[config.mk]
export PLATFORM = sky130hd
export DESIGN_NAME = enc_vel_meter
export DESIGN_NICKNAME = d
export VERILOG_FILES = /design/src/rtl/enc_vel_pkg.sv /design/src/rtl/vel_period_timer.sv /design/src/rtl/vel_pulse_counter.sv /design/src/rtl/vel_capture_cmp.sv /design/src/rtl/enc_vel_meter.sv
export SDC_FILE = /design/constraint.sdc
export NUM_CORES = 1
export LEC_CHECK = 0
export CORE_UTILIZATION = 50
export DETAILED_ROUTE_END_ITERATION = 7
export PLACE_DENSITY = 0.94
export RECOVER_POWER = 25
export SLEW_MARGIN = 25
export SYNTH_ARGS = -nofsm -noshare
export SYNTH_HDL_FRONTEND = slang
export SYNTH_SLANG_ARGS = --single-unit
[constraint.sdc]
create_clock -name clk -period 6.25 [get_ports clk]
set_clock_uncertainty 0.15 [all_clocks]
set_input_delay 0.625 -clock clk [delete_from_list [all_inputs] [get_ports clk]]
set_output_delay 0.625 -clock clk [all_outputs]
set_load 0.03 [all_outputs]
[src/rtl/enc_vel_pkg.sv]
package enc_vel_pkg;

  // What the period timer does at the coming edge; the counter and the
  // capture stage follow the same decision.
  typedef enum logic [1:0] {
    STEP_RUN  = 2'd0,  // window continues
    STEP_WRAP = 2'd1,  // window closes: capture, restart, reload
    STEP_LOAD = 2'd2   // first load or velocity reset: no capture
  } vel_step_e;

endpackage

[src/rtl/vel_period_timer.sv]
module vel_period_timer
  import enc_vel_pkg::*;
#(
  parameter int TIMER_W = 32
) (
  input  logic               clk,
  input  logic               rst_n,
  input  logic [TIMER_W-1:0] reload_i,
  input  logic               restart_i,
  output logic [TIMER_W-1:0] timer_o,
  output vel_step_e          step_o
);

  localparam logic [TIMER_W-1:0] ONE = {{(TIMER_W-1){1'b0}}, 1'b1};

  logic               primed_q;
  logic               primed_d;
  logic [TIMER_W-1:0] timer_q;
  logic [TIMER_W-1:0] timer_d;
  vel_step_e          step;

  always_comb begin
    if (!primed_q || restart_i) begin
      step = STEP_LOAD;
    end else if (timer_q == '0) begin
      step = STEP_WRAP;
    end else begin
      step = STEP_RUN;
    end
  end

  always_comb begin
    primed_d = 1'b1;
    if (step == STEP_RUN) begin
      timer_d = timer_q - ONE;
    end else begin
      timer_d = reload_i;
    end
  end

  always_ff @(posedge clk or negedge rst_n) begin
    if (!rst_n) begin
      primed_q <= 1'b0;
      timer_q  <= '0;
    end else begin
      primed_q <= primed_d;
      timer_q  <= timer_d;
    end
  end

  assign timer_o = timer_q;
  assign step_o  = step;

  AST_TMR_ZERO_RELOADS: assert property (@(posedge clk) disable iff (!rst_n)
    (primed_q && timer_q == '0) |=> (timer_q == $past(reload_i)));

  AST_TMR_FIRST_LOAD: assert property (@(posedge clk) disable iff (!rst_n)
    !primed_q |=> (primed_q && timer_q == $past(reload_i)));

endmodule

[src/rtl/vel_pulse_counter.sv]
module vel_pulse_counter
  import enc_vel_pkg::*;
#(
  parameter int CNT_W = 16
) (
  input  logic             clk,
  input  logic             rst_n,
  input  vel_step_e        step_i,
  input  logic             pulse_i,
  output logic [CNT_W-1:0] count_o
);

  localparam logic [CNT_W-1:0] CNT_MAX = {CNT_W{1'b1}};
  localparam logic [CNT_W-1:0] CNT_ONE = {{(CNT_W-1){1'b0}}, 1'b1};

  logic [CNT_W-1:0] count_q;
  logic [CNT_W-1:0] count_d;
  logic             count_en;

  always_comb begin
    count_en = 1'b0;
    count_d  = count_q;
    case (step_i)
      STEP_LOAD: begin
        count_en = 1'b1;
        count_d  = '0;
      end
      STEP_WRAP: begin
        count_en = 1'b1;
        count_d  = pulse_i ? CNT_ONE : '0;
      end
      default: begin
        count_en = pulse_i && (count_q != CNT_MAX);
        count_d  = count_q + CNT_ONE;
      end
    endcase
  end

  always_ff @(posedge clk or negedge rst_n) begin
    if (!rst_n) begin
      count_q <= '0;
    end else if (count_en) begin
      count_q <= count_d;
    end
  end

  assign count_o = count_q;

  AST_CNT_SATURATES: assert property (@(posedge clk) disable iff (!rst_n)
    (count_q == CNT_MAX && step_i == STEP_RUN) |=> (count_q == CNT_MAX));

  AST_CNT_NO_DROP: assert property (@(posedge clk) disable iff (!rst_n)
    (step_i == STEP_RUN) |=> (count_q >= $past(count_q)));

endmodule

[src/rtl/vel_capture_cmp.sv]
module vel_capture_cmp
  import enc_vel_pkg::*;
#(
  parameter int CNT_W = 16
) (
  input  logic             clk,
  input  logic             rst_n,
  input  vel_step_e        step_i,
  input  logic [CNT_W-1:0] count_i,
  input  logic [CNT_W-1:0] cmp_i,
  output logic [CNT_W-1:0] capture_o,
  output logic             tmr_evt_o,
  output logic             low_evt_o
);

  logic [CNT_W-1:0] cap_q;
  logic [CNT_W-1:0] cap_d;
  logic             cap_en;
  logic             tmr_q;
  logic             tmr_d;
  logic             low_q;
  logic             low_d;

  always_comb begin
    cap_en = (step_i == STEP_WRAP);
    cap_d  = count_i;
    tmr_d  = cap_en;
    low_d  = cap_en && (count_i < cmp_i);
  end

  always_ff @(posedge clk or negedge rst_n) begin
    if (!rst_n) begin
      cap_q <= '0;
    end else if (cap_en) begin
      cap_q <= cap_d;
    end
  end

  always_ff @(posedge clk or negedge rst_n) begin
    if (!rst_n) begin
      tmr_q <= 1'b0;
      low_q <= 1'b0;
    end else begin
      tmr_q <= tmr_d;
      low_q <= low_d;
    end
  end

  assign capture_o = cap_q;
  assign tmr_evt_o = tmr_q;
  assign low_evt_o = low_q;

  AST_LOW_NEEDS_TMR: assert property (@(posedge clk) disable iff (!rst_n)
    low_q |-> tmr_q);

  AST_LOW_VS_CAPTURE: assert property (@(posedge clk) disable iff (!rst_n)
    tmr_q |-> (low_q == (cap_q < $past(cmp_i))));

  AST_CAP_ONLY_ON_EVT: assert property (@(posedge clk) disable iff (!rst_n)
    !$stable(cap_q) |-> tmr_q);

endmodule

[src/rtl/enc_vel_meter.sv]
module enc_vel_meter
  import enc_vel_pkg::*;
#(
  parameter int TIMER_W = 32,
  parameter int CNT_W   = 16
) (
  input  logic               clk,
  input  logic               rst_n,
  input  logic               enc_pulse,
  input  logic               vel_reset,
  input  logic [TIMER_W-1:0] reload_val,
  input  logic [CNT_W-1:0]   vel_cmp,
  output logic [TIMER_W-1:0] timer_val,
  output logic [CNT_W-1:0]   vel_count,
  output logic [CNT_W-1:0]   vel_capture,
  output logic               tmr_evt,
  output logic               low_vel_evt
);

  vel_step_e step;

  vel_period_timer #(.TIMER_W(TIMER_W)) u_timer (
    .clk       (clk),
    .rst_n     (rst_n),
    .reload_i  (reload_val),
    .restart_i (vel_reset),
    .timer_o   (timer_val),
    .step_o    (step)
  );

  vel_pulse_counter #(.CNT_W(CNT_W)) u_count (
    .clk     (clk),
    .rst_n   (rst_n),
    .step_i  (step),
    .pulse_i (enc_pulse),
    .count_o (vel_count)
  );

  vel_capture_cmp #(.CNT_W(CNT_W)) u_cap (
    .clk       (clk),
    .rst_n     (rst_n),
    .step_i    (step),
    .count_i   (vel_count),
    .cmp_i     (vel_cmp),
    .capture_o (vel_capture),
    .tmr_evt_o (tmr_evt),
    .low_evt_o (low_vel_evt)
  );

  AST_VRST_NO_EVT: assert property (@(posedge clk) disable iff (!rst_n)
    vel_reset |=> (!tmr_evt && !low_vel_evt));

  AST_VRST_CLEARS: assert property (@(posedge clk) disable iff (!rst_n)
    vel_reset |=> (vel_count == '0 && timer_val == $past(reload_val)));

  AST_VRST_KEEPS_CAP: assert property (@(posedge clk) disable iff (!rst_n)
    vel_reset |=> $stable(vel_capture));

  AST_WRAP_CAPTURES: assert property (@(posedge clk) disable iff (!rst_n)
    (timer_val == '0 && !vel_reset && step == STEP_WRAP)
      |=> (tmr_evt && vel_capture == $past(vel_count)));

endmodule

======== Word-level counts from Yosys, hierarchy flattened ========
Index checks and enable logic that the tools add are counted.
storage, ports and cells
  bits in latches ......................... 0
  input bits .............................. 52
  output and inout bits ................... 66
  flip-flop bits (word level) ............. 67
  ROM bits ................................ 0
  memory bits (writable) .................. 0
  memories kept ........................... 0
  word-level logic and storage cells ...... 25
operators by class
  shift-type cells ........................ 0
  add/sub/neg operators ................... 2
  eq/ne operators ......................... 3
  div/mod/pow operators ................... 0
  muxes and demuxes ....................... 6
  reductions and logical operators ........ 7
  bitwise logic cells ..................... 0
  $lt $le $gt $ge ......................... 1
  multiply operators ...................... 0
operators by type and width
  cell                     count
  $logic_not A32 Y1        1
  $mux W32                 1
  $pmux W16 S2             1
  $sub A32 B1 Y32 const B  1
  $add A16 B1 Y16 const B  1
  $lt A16 B16 Y1           1
  $ne A16 B16 Y1 const B   1
  $mux W1                  3
  $eq A2 B1 Y1 const B     1
  $eq A2 B2 Y1 const B     1
  $logic_and A1 B1 Y1      2
  $logic_not A2 Y1         1
  $mux W2                  1
  $reduce_or A2 Y1         1
  $logic_not A1 Y1         1
  $logic_or A1 B1 Y1       1

======== Logic depth before layout (Yosys ltp) ========
Gate-level depths: netlist (run 1).
  depth in word-level cells ............... 6
  gate-level depth with buffers ........... 8
  depth with buffers taken out ............ 7

======== Hierarchy ========
From an unflattened synthesis (run 1), not the netlist that was laid out.
second synthesis, totals
  cell total of the unflattened synthesis .. 393
  area total of the unflattened synthesis .. 3887.5 sq um
by module, submodules not included
  module             area an instance (sq um)  seq. area each (sq um)  instances  cells each
  vel_period_timer   1890.6                    825.8                   1          204
  vel_capture_cmp    1026.0                    450.4                   1          89
  vel_pulse_counter  970.9                     400.4                   1          100

======== Least setup slack after synthesis (run 1) ========
Ideal clock, no wire load.
  path kind ............................... reg2reg
  start ................................... reg u_timer.timer_q[12] (netlist: u_timer.timer_o[12])
  end ..................................... reg u_cap.cap_q[10] (netlist: u_cap.capture_o[10])
  arrival time ............................ 2.767 ns
  setup time .............................. 0.125 ns
  required time ........................... 5.975 ns
  path buffers ............................ 2
  period minus slack after synthesis ...... 3.042 ns
  slack ................................... 3.208 ns
  cell stages (with the launch flop) ...... 8
  path through ............................ dfrtp_1 > or4_4 > or4b_4 > buf_6 > or3_4 > nor2_8 > buf_12 > mux2_4
between the ends
  word-level cells in the longest chain between the ends .. 4
ends and longest elaborated chain
  what                    line                    RTL
  from (decl)             vel_period_timer.sv:18  logic [TIMER_W-1:0] timer_q;
  from (signal assigned)  vel_period_timer.sv:47  timer_q <= timer_d;
  $logic_not A32 Y1       vel_period_timer.sv:25  end else if (timer_q == '0) begin
  $mux W1                 vel_period_timer.sv:25
  $mux W2                 vel_period_timer.sv:23  if (!primed_q || restart_i) begin
  $eq A2 B1 Y1            vel_capture_cmp.sv:25   cap_en = (step_i == STEP_WRAP);
  to (signal assigned)    vel_capture_cmp.sv:35   cap_q <= cap_d;
  to (decl)               vel_capture_cmp.sv:16   logic [CNT_W-1:0] cap_q;
Every way passes these cells.
A chain may end at the register's enable or synchronous reset.

==> metrics.cfg, run 1 <==
[global_route]
grt_pass1_wl_um = 14400
grt_pass1_vias = 3152
grt_max_degree = 68
antenna_found_initial = 0
grtUsageTotal = 0.243
grt_overflow = 0

[worst_setup_path]
critPathMaxStageDelay_ps = 2430
cp_num_cells = 2
regToRegEndpoint = u_timer.timer_o[10]
cp.arrival_ps = 3160
critPathBufInv = 2
reg2reg_from = u_timer.timer_o[2]
path_cells = buf_2 > clkbuf_1
crit_path_start_kind = primary input
cp_slowest_cell = clkbuf_1
criticalPathCategory = primary input to async pin
crit_required_ps = 5760
cp_top_family = buffers and inverters
cp_max_fo = 67
cp-end-kind = async pin
rr_worst_depth = 5
reg2reg_slack_ps = 2860

[clock_tree]
h-tree-depth = 3
cts_tree = done
cts.path.max_buffers = 2
clk_pin_slew_worst_paths_ps = 70
postCtsResizedCells = 0
numCtsBuffers = 9
clk_latency_ps = 340
ctsHoldBuffers = 0
post-cts-setup-buffer-count = 0
cts_root_buffer = clkbuf_8
cts_num_sinks = 67

[synthesis]
synthSimpleGateAreaFrac = 0.211
synthTopCellsByArea = dfrtp_1 (45%), xnor2_1 (7.7%), ha_1 (6.0%), o21ai_0 (4.9%), nand2_1 (4.4%)
synthArstFlopShare = 1.00
synth_cell_types = 40
synth_fp_nets = 456
yosysTopAreaCell = dfrtp_1
synth_edf_count = 0
ys_seq_area_frac = 0.445
postSynthAreaPerCell_um2 = 9.75
yosys.area_share.xor_xnor = 0.0954
syn-instance-count = 386
synth_top_family_by_area = simple AND/OR/NAND/NOR gates
synth.top_cell.area_share = 0.445
synth_compound_area_frac = 0.0811
ys_warn_count = 0
syn-cell-area_um2 = 3760
synthAdderAreaFrac = 0.0598
ys.flop_type = dfrtp_1
ys_ff_latch = 67
synthMuxAreaShare = 0.0658

[floorplanning]
dieArea_um2 = 7880
start_util = 0.519
fp-row-count = 31
dieWidth_um = 88.8
core_um2 = 7250
chipHeight_um = 88.8
io_pins = 118

[cells_and_area]
antenna_cells = 0
layout-drive-gt1-share = 0.0789
final_cell_area_um2 = 5240
areaGrowthSynthToFinish_pct = 39.3
final_nets = 572

[power]
power_frac_seq = 0.437
p_comb_frac = 0.166
p_clk_frac = 0.397
p_leak_nw = 2.19
p_per_area_nw_per_um2 = 208
switchingPower_mw = 0.287
ir_worst_vdd_uv = 124
p_sw_frac = 0.263
internal-power_mw = 0.806

[detailed_routing]
vias_per_cell = 5.44
drc = 0
postRouteAntennaNets = 0
wl_um = 9210
wl_per_cell_um = 15.2
dr.pass1.iters = 4
vias = 3298
drt_iter0_drc = 133

[timing]
timing.fmax_mhz = 274
fin_crit_ps = 3650
slew_violations = 68
worst_slew_pin_slew_ps = 3460
slew_headroom = -1.30
setup_tns_ps = 0
rsz0062_at_grt = no
post-route-period-util = 0.583
final-setup-viol-count = 0
final-hold-violation-count = 0

[hold_path]
hold_class = flip-flop to flip-flop
holdPathStages = 1
hold_start = u_cap.capture_o[1]
worst_hold_path.endpoint = u_cap.capture_o[1]

[placed_design]
detailed_place_hpwl_um = 6780
place_congestion = 0.841
io_buffers = 117
placed_area_um2 = 5000

[run_status]
status = complete, but fails checks
failed_checks = max-capacitance violations, max-slew violations

[run]
drv_cap = 1

## placed cells by master, fill, tap and decap left out, types with 3 or more instances in the layout
cell | Yosys | layout
mux2_2 | 6 | 6
ha_1 | 18 | 18
dfrtp_1 | 67 | 67
a21oi_1 | 6 | 6
nand2b_1 | 4 | 4
nor2b_1 | 3 | 3
nand3_1 | 9 | 9
or4_1 | 4 | 4
nor2_1 | 29 | 29
o21ai_0 | 37 | 37
xnor2_1 | 33 | 33
clkdlybuf4s50_1 | 0 | 116
a211oi_1 | 4 | 4
a21o_1 | 4 | 4
mux2i_1 | 3 | 3
nor3_1 | 10 | 10
nand2_1 | 44 | 44
mux2_4 | 10 | 10
nor4_1 | 21 | 21
clkbuf_8 | 0 | 13
inv_1 | 20 | 20
nand4_1 | 9 | 9
xor2_1 | 8 | 8
or3_1 | 6 | 6
## cell type report
cell class | instances | area (µm²)
repair buffers | 119 | 1180
fillers | 530 | 2010
flip-flops and latches | 67 | 1680
inverters | 20 | 75.1
multi-input cells | 285 | 1940
clock inverters | 3 | 67.6
well taps | 99 | 124
clock buffers | 13 | 179
## sequential cells by signal (all words and copies together) (netlist names)
signal            flops
u_cap.low_evt_o       1
u_timer.timer_o      32
u_cap.capture_o      16
u_count.count_o      16
u_cap.tmr_evt_o       1
u_timer.primed_q      1
## routing by layer
| layer | track usage | vias up | routed length [µm] |
|---|---|---|---|
| met3 | 0.0709 | 10 | 655 |
| li1 | - | 1584 | - |
| met4 | 0.0645 | 0 | 66 |
| met1 | 0.289 | 1566 | 3850 |
| met5 | 0 | - | 0 |
| met2 | 0.429 | 138 | 4630 |
## worst max path at each step
stage                        startpoint                  end
floorplan           u_timer.timer_o[12]  u_cap.capture_o[10]
global placement     u_timer.timer_o[2]  u_timer.timer_o[12]
detailed placement   u_timer.timer_o[2]  u_timer.timer_o[30]
CTS                  u_timer.timer_o[2]  u_timer.timer_o[10]
global route                      rst_n  u_timer.timer_o[16]
finish                            rst_n  u_count.count_o[10]
## power by group through the flow
stage | logic [mW] | clock network (mW) | registers [mW]
detailed placement | 0.182 | 0 | 0.484
finish | 0.181 | 0.434 | 0.477
global route | 0.196 | 0.456 | 0.480
global placement | 0.176 | 0 | 0.484
floorplan | 0.0535 | 0 | 0.517
CTS | 0.183 | 0.439 | 0.477
## through the flow
| stage | cells | hold slack [ps] | power (mW) | worst slack [ps] | utilization |
|---|---|---|---|---|---|
| after floorplan | 386 | 179 | 0.570 | 3210 | - |
| after global placement | 590 | 345 | 0.660 | 3050 | 0.689 |
| after detailed placement | 590 | 348 | 0.666 | 2910 | 0.689 |
| after CTS | 606 | 345 | 1.10 | 2870 | 0.723 |
| after global routing | 606 | 376 | 1.13 | 1790 | 0.723 |
| final | 606 | 360 | 1.09 | 2600 | 0.723 |
## cells in the mapped netlist (all sizes together) (6+ instances only)
cell type,n
nand4,9
nor3,10
o21ai,37
nand2,44
mux2,16
inv,20
xor2,8
a21oi,6
nand3,9
nor4,21
xnor2,33
dfrtp,67
nor2,30
or3,7
clkbuf,11
ha,18
## cell families (layout without fill, tap and decap cells)
family                     after synthesis  in the layout
and+or+nand+nor                        152            152
muxes                                   19             19
other                                    1              1
xor gates and xnor gates                41             41
buffers and inverters                   34            155
AOI/OAI and AO/OA                       54             54
adders and majority gates               18             18
DFF                                     67             67
No activity file was read; power rests on OpenSTA's default activity.
==> run 2, diff against run 1 <==
Settings changed: CORE_UTILIZATION 50 to 42, PLACE_DENSITY 0.94 to 0.85.
Clock period 6.25 ns to 2.95 ns, I/O delays scaled along.
==> metrics.cfg, run 2 (synthesized netlist as in run 1, its figures left out) <==
[run_status]
status = complete, but fails checks
failed_checks = max-capacitance violations, max-slew violations

[placed_design]
io_buffers = 117  ; unchanged
place_congestion = 0.843  ; +0.23%
detailed_place_hpwl_um = 7200  ; +6.3%

[timing]
setup_tns_ps = 0  ; unchanged
holdWs_ps = 361  ; +0.997 ps
rsz0062_at_grt = no
worst_slew_pin_slew_ps = 1660  ; -1800 ps
slew_headroom = -0.104  ; +1.20
timing.fmax_mhz = 350
final-setup-viol-count = 0  ; unchanged
final-hold-violation-count = 0  ; unchanged
post-route-period-util = 0.969
fin_crit_ps = 2860
slew_violations = 31  ; -54%

[global_route]
grt_pass1_vias = 3361  ; +6.6%
grt_overflow = 0  ; unchanged
antenna_found_initial = 0  ; unchanged
grtUsageTotal = 0.215  ; -0.0280
grt_pass1_wl_um = 16200  ; +12%
grt_max_degree = 65  ; -4.4%

[power]
p_per_area_nw_per_um2 = 440  ; +110%
p_leak_nw = 2.23  ; +2.1%
ir_worst_vdd_uv = 317  ; +160%

[clock_tree]
clk_latency_ps = 340  ; about the same
cts.path.max_buffers = 2  ; unchanged
clk_pin_slew_worst_paths_ps = 70  ; about the same
cts_num_sinks = 67  ; unchanged
cts_tree = done
cts_root_buffer = clkbuf_8
numCtsBuffers = 9  ; unchanged
post-cts-setup-buffer-count = 0  ; unchanged
h-tree-depth = 3  ; unchanged

[worst_setup_path]
cp-startpoint = u_timer.timer_o[13]
crit_required_ps = 3030  ; -2730 ps
rr_worst_depth = 5  ; unchanged
critPathMaxStageDelay_ps = 570  ; -1860 ps
reg2reg_slack_ps = 90  ; -2770 ps
path_cells = or4_4 > or4b_4 > or3_4 > nor2_8 > mux2_2
cp_slowest_cell = or4_4
criticalPathCategory = flip-flop to flip-flop
regToRegEndpoint = u_cap.capture_o[2]
cp-end-kind = flip-flop
reg2reg_from = u_timer.timer_o[13]
cp.arrival_ps = 2940  ; -220 ps
cp_max_fo = 16  ; -76%
crit_path_start_kind = flip-flop

[detailed_routing]
drc = 0  ; unchanged
postRouteAntennaNets = 0  ; unchanged
vias_per_cell = 5.32  ; -2.3%
drt_iter0_drc = 118  ; -11%
vias = 3312  ; +0.42%
wl_per_cell_um = 15.7  ; +3.1%
wl_um = 9760  ; +6.0%
dr.pass1.iters = 6  ; +2

[cells_and_area]
fillers = 733  ; +38%
layout_commonest_cell = clkdlybuf4s50_1
final_nets = 580  ; +1.4%
seq_area_um2 = 1680  ; +0.15%
areaGrowthSynthToFinish_pct = 42.0
largest_register_ffs = 32  ; unchanged
antenna_cells = 0  ; unchanged
most-common-layout-cells = clkdlybuf4s50_1 (116), dfrtp_1 (65), nand2_1 (44), o21ai_0 (37), xnor2_1 (33)
multi_input_area_um2 = 1950  ; +0.32%
layout-drive-gt1-share = 0.0971  ; +0.0182

[floorplanning]
core_um2 = 8680  ; +20%
dieWidth_um = 96.7  ; +8.9%
chipHeight_um = 96.7  ; +8.9%
io_pins = 118  ; unchanged
dieArea_um2 = 9340  ; +19%
start_util = 0.434  ; -0.0852
fp-row-count = 34  ; +9.7%

[run]
drv_cap = 1  ; unchanged

[hold_path]
holdPathStages = 3  ; +2
hold_start = reload_val[22]
hold_class = primary input to flip-flop
worst_hold_path.endpoint = u_timer.timer_o[22]

[run 2: cell types whose count changed in the layout (fill, tap and decap cells not counted)]
| cell | previous run | this run |
|---|---|---|
| dfrtp_2 | 0 | 2 |
| buf_4 | 1 | 7 |
| dfrtp_1 | 67 | 65 |
| buf_2 | 1 | 0 |
| clkbuf_4 | 0 | 1 |
| nor4_2 | 0 | 1 |
| bufinv_16 | 2 | 3 |
| clkinvlp_4 | 1 | 0 |
| dlygate4sd3_1 | 0 | 1 |
| clkinv_2 | 0 | 1 |
| nor4_1 | 21 | 20 |
| buf_12 | 0 | 1 |
| clkbuf_8 | 13 | 10 |
| clkinv_4 | 0 | 2 |
[run 2: metrics by stage]
step | util | setup WS (ps) | instances | power [mW] | area (µm²)
4_1_cts | 0.617 | 79.2 | 623 | 2.38 | 5350
6_report | 0.616 | 92.8 | 623 | 2.35 | 5340
3_3_place_gp | 0.587 | 127 | 606 | 1.41 | 5090
5_1_grt | 0.616 | 9.39 | 623 | 2.46 | 5340
3_5_place_dp | 0.587 | 78.1 | 606 | 1.42 | 5090
2_1_floorplan | - | -1.70 | 386 | 1.21 | 3770
[run 2: area by class of cell]
class / instances / share of cell area
tap: 108 / 0.0253
clock inverter: 6 / 0.0211
multi-input combinational: 285 / 0.365
clock buffer: 10 / 0.0258
sequential: 67 / 0.314
inverter: 20 / 0.0140
timing repair buffer: 127 / 0.235
[run 2: repair_timing]
item                       CTS  global route
hold endpoints to repair    29             0
setup endpoints to repair    0             1
resized for setup            0             1
hold buffers                 1             0
[run 2: critical path: cells and delay by family, from the launching register on]
family / cells / cell delay [ps]
and+or+nand+nor: 4 / 1780
DFF: 1 / 440
muxes: 1 / 380
[run 2: worst max-delay path by stage]
stage	to	slack [ps]
floorplan	u_cap.capture_o[10]	-2
global placement	u_cap.capture_o[0]	130
detailed placement	u_cap.capture_o[2]	80
CTS	u_cap.capture_o[15]	80
global route	u_cap.capture_o[15]	9
finish	u_cap.capture_o[2]	90
[run 2: per-layer routing]
metal  share of wire  global-route usage
met5               0                   0
met4          0.0050              0.0551
met3           0.067              0.0636
met2            0.50               0.366
met1            0.42               0.266
[run 2: where the power goes]
group	internal (mW)	switching (mW)	leakage, nW
combinational	0.189	0.212	1.24
sequential	0.958	0.0488	0.866
clock	0.586	0.359	0.126
total	1.73	0.619	2.23
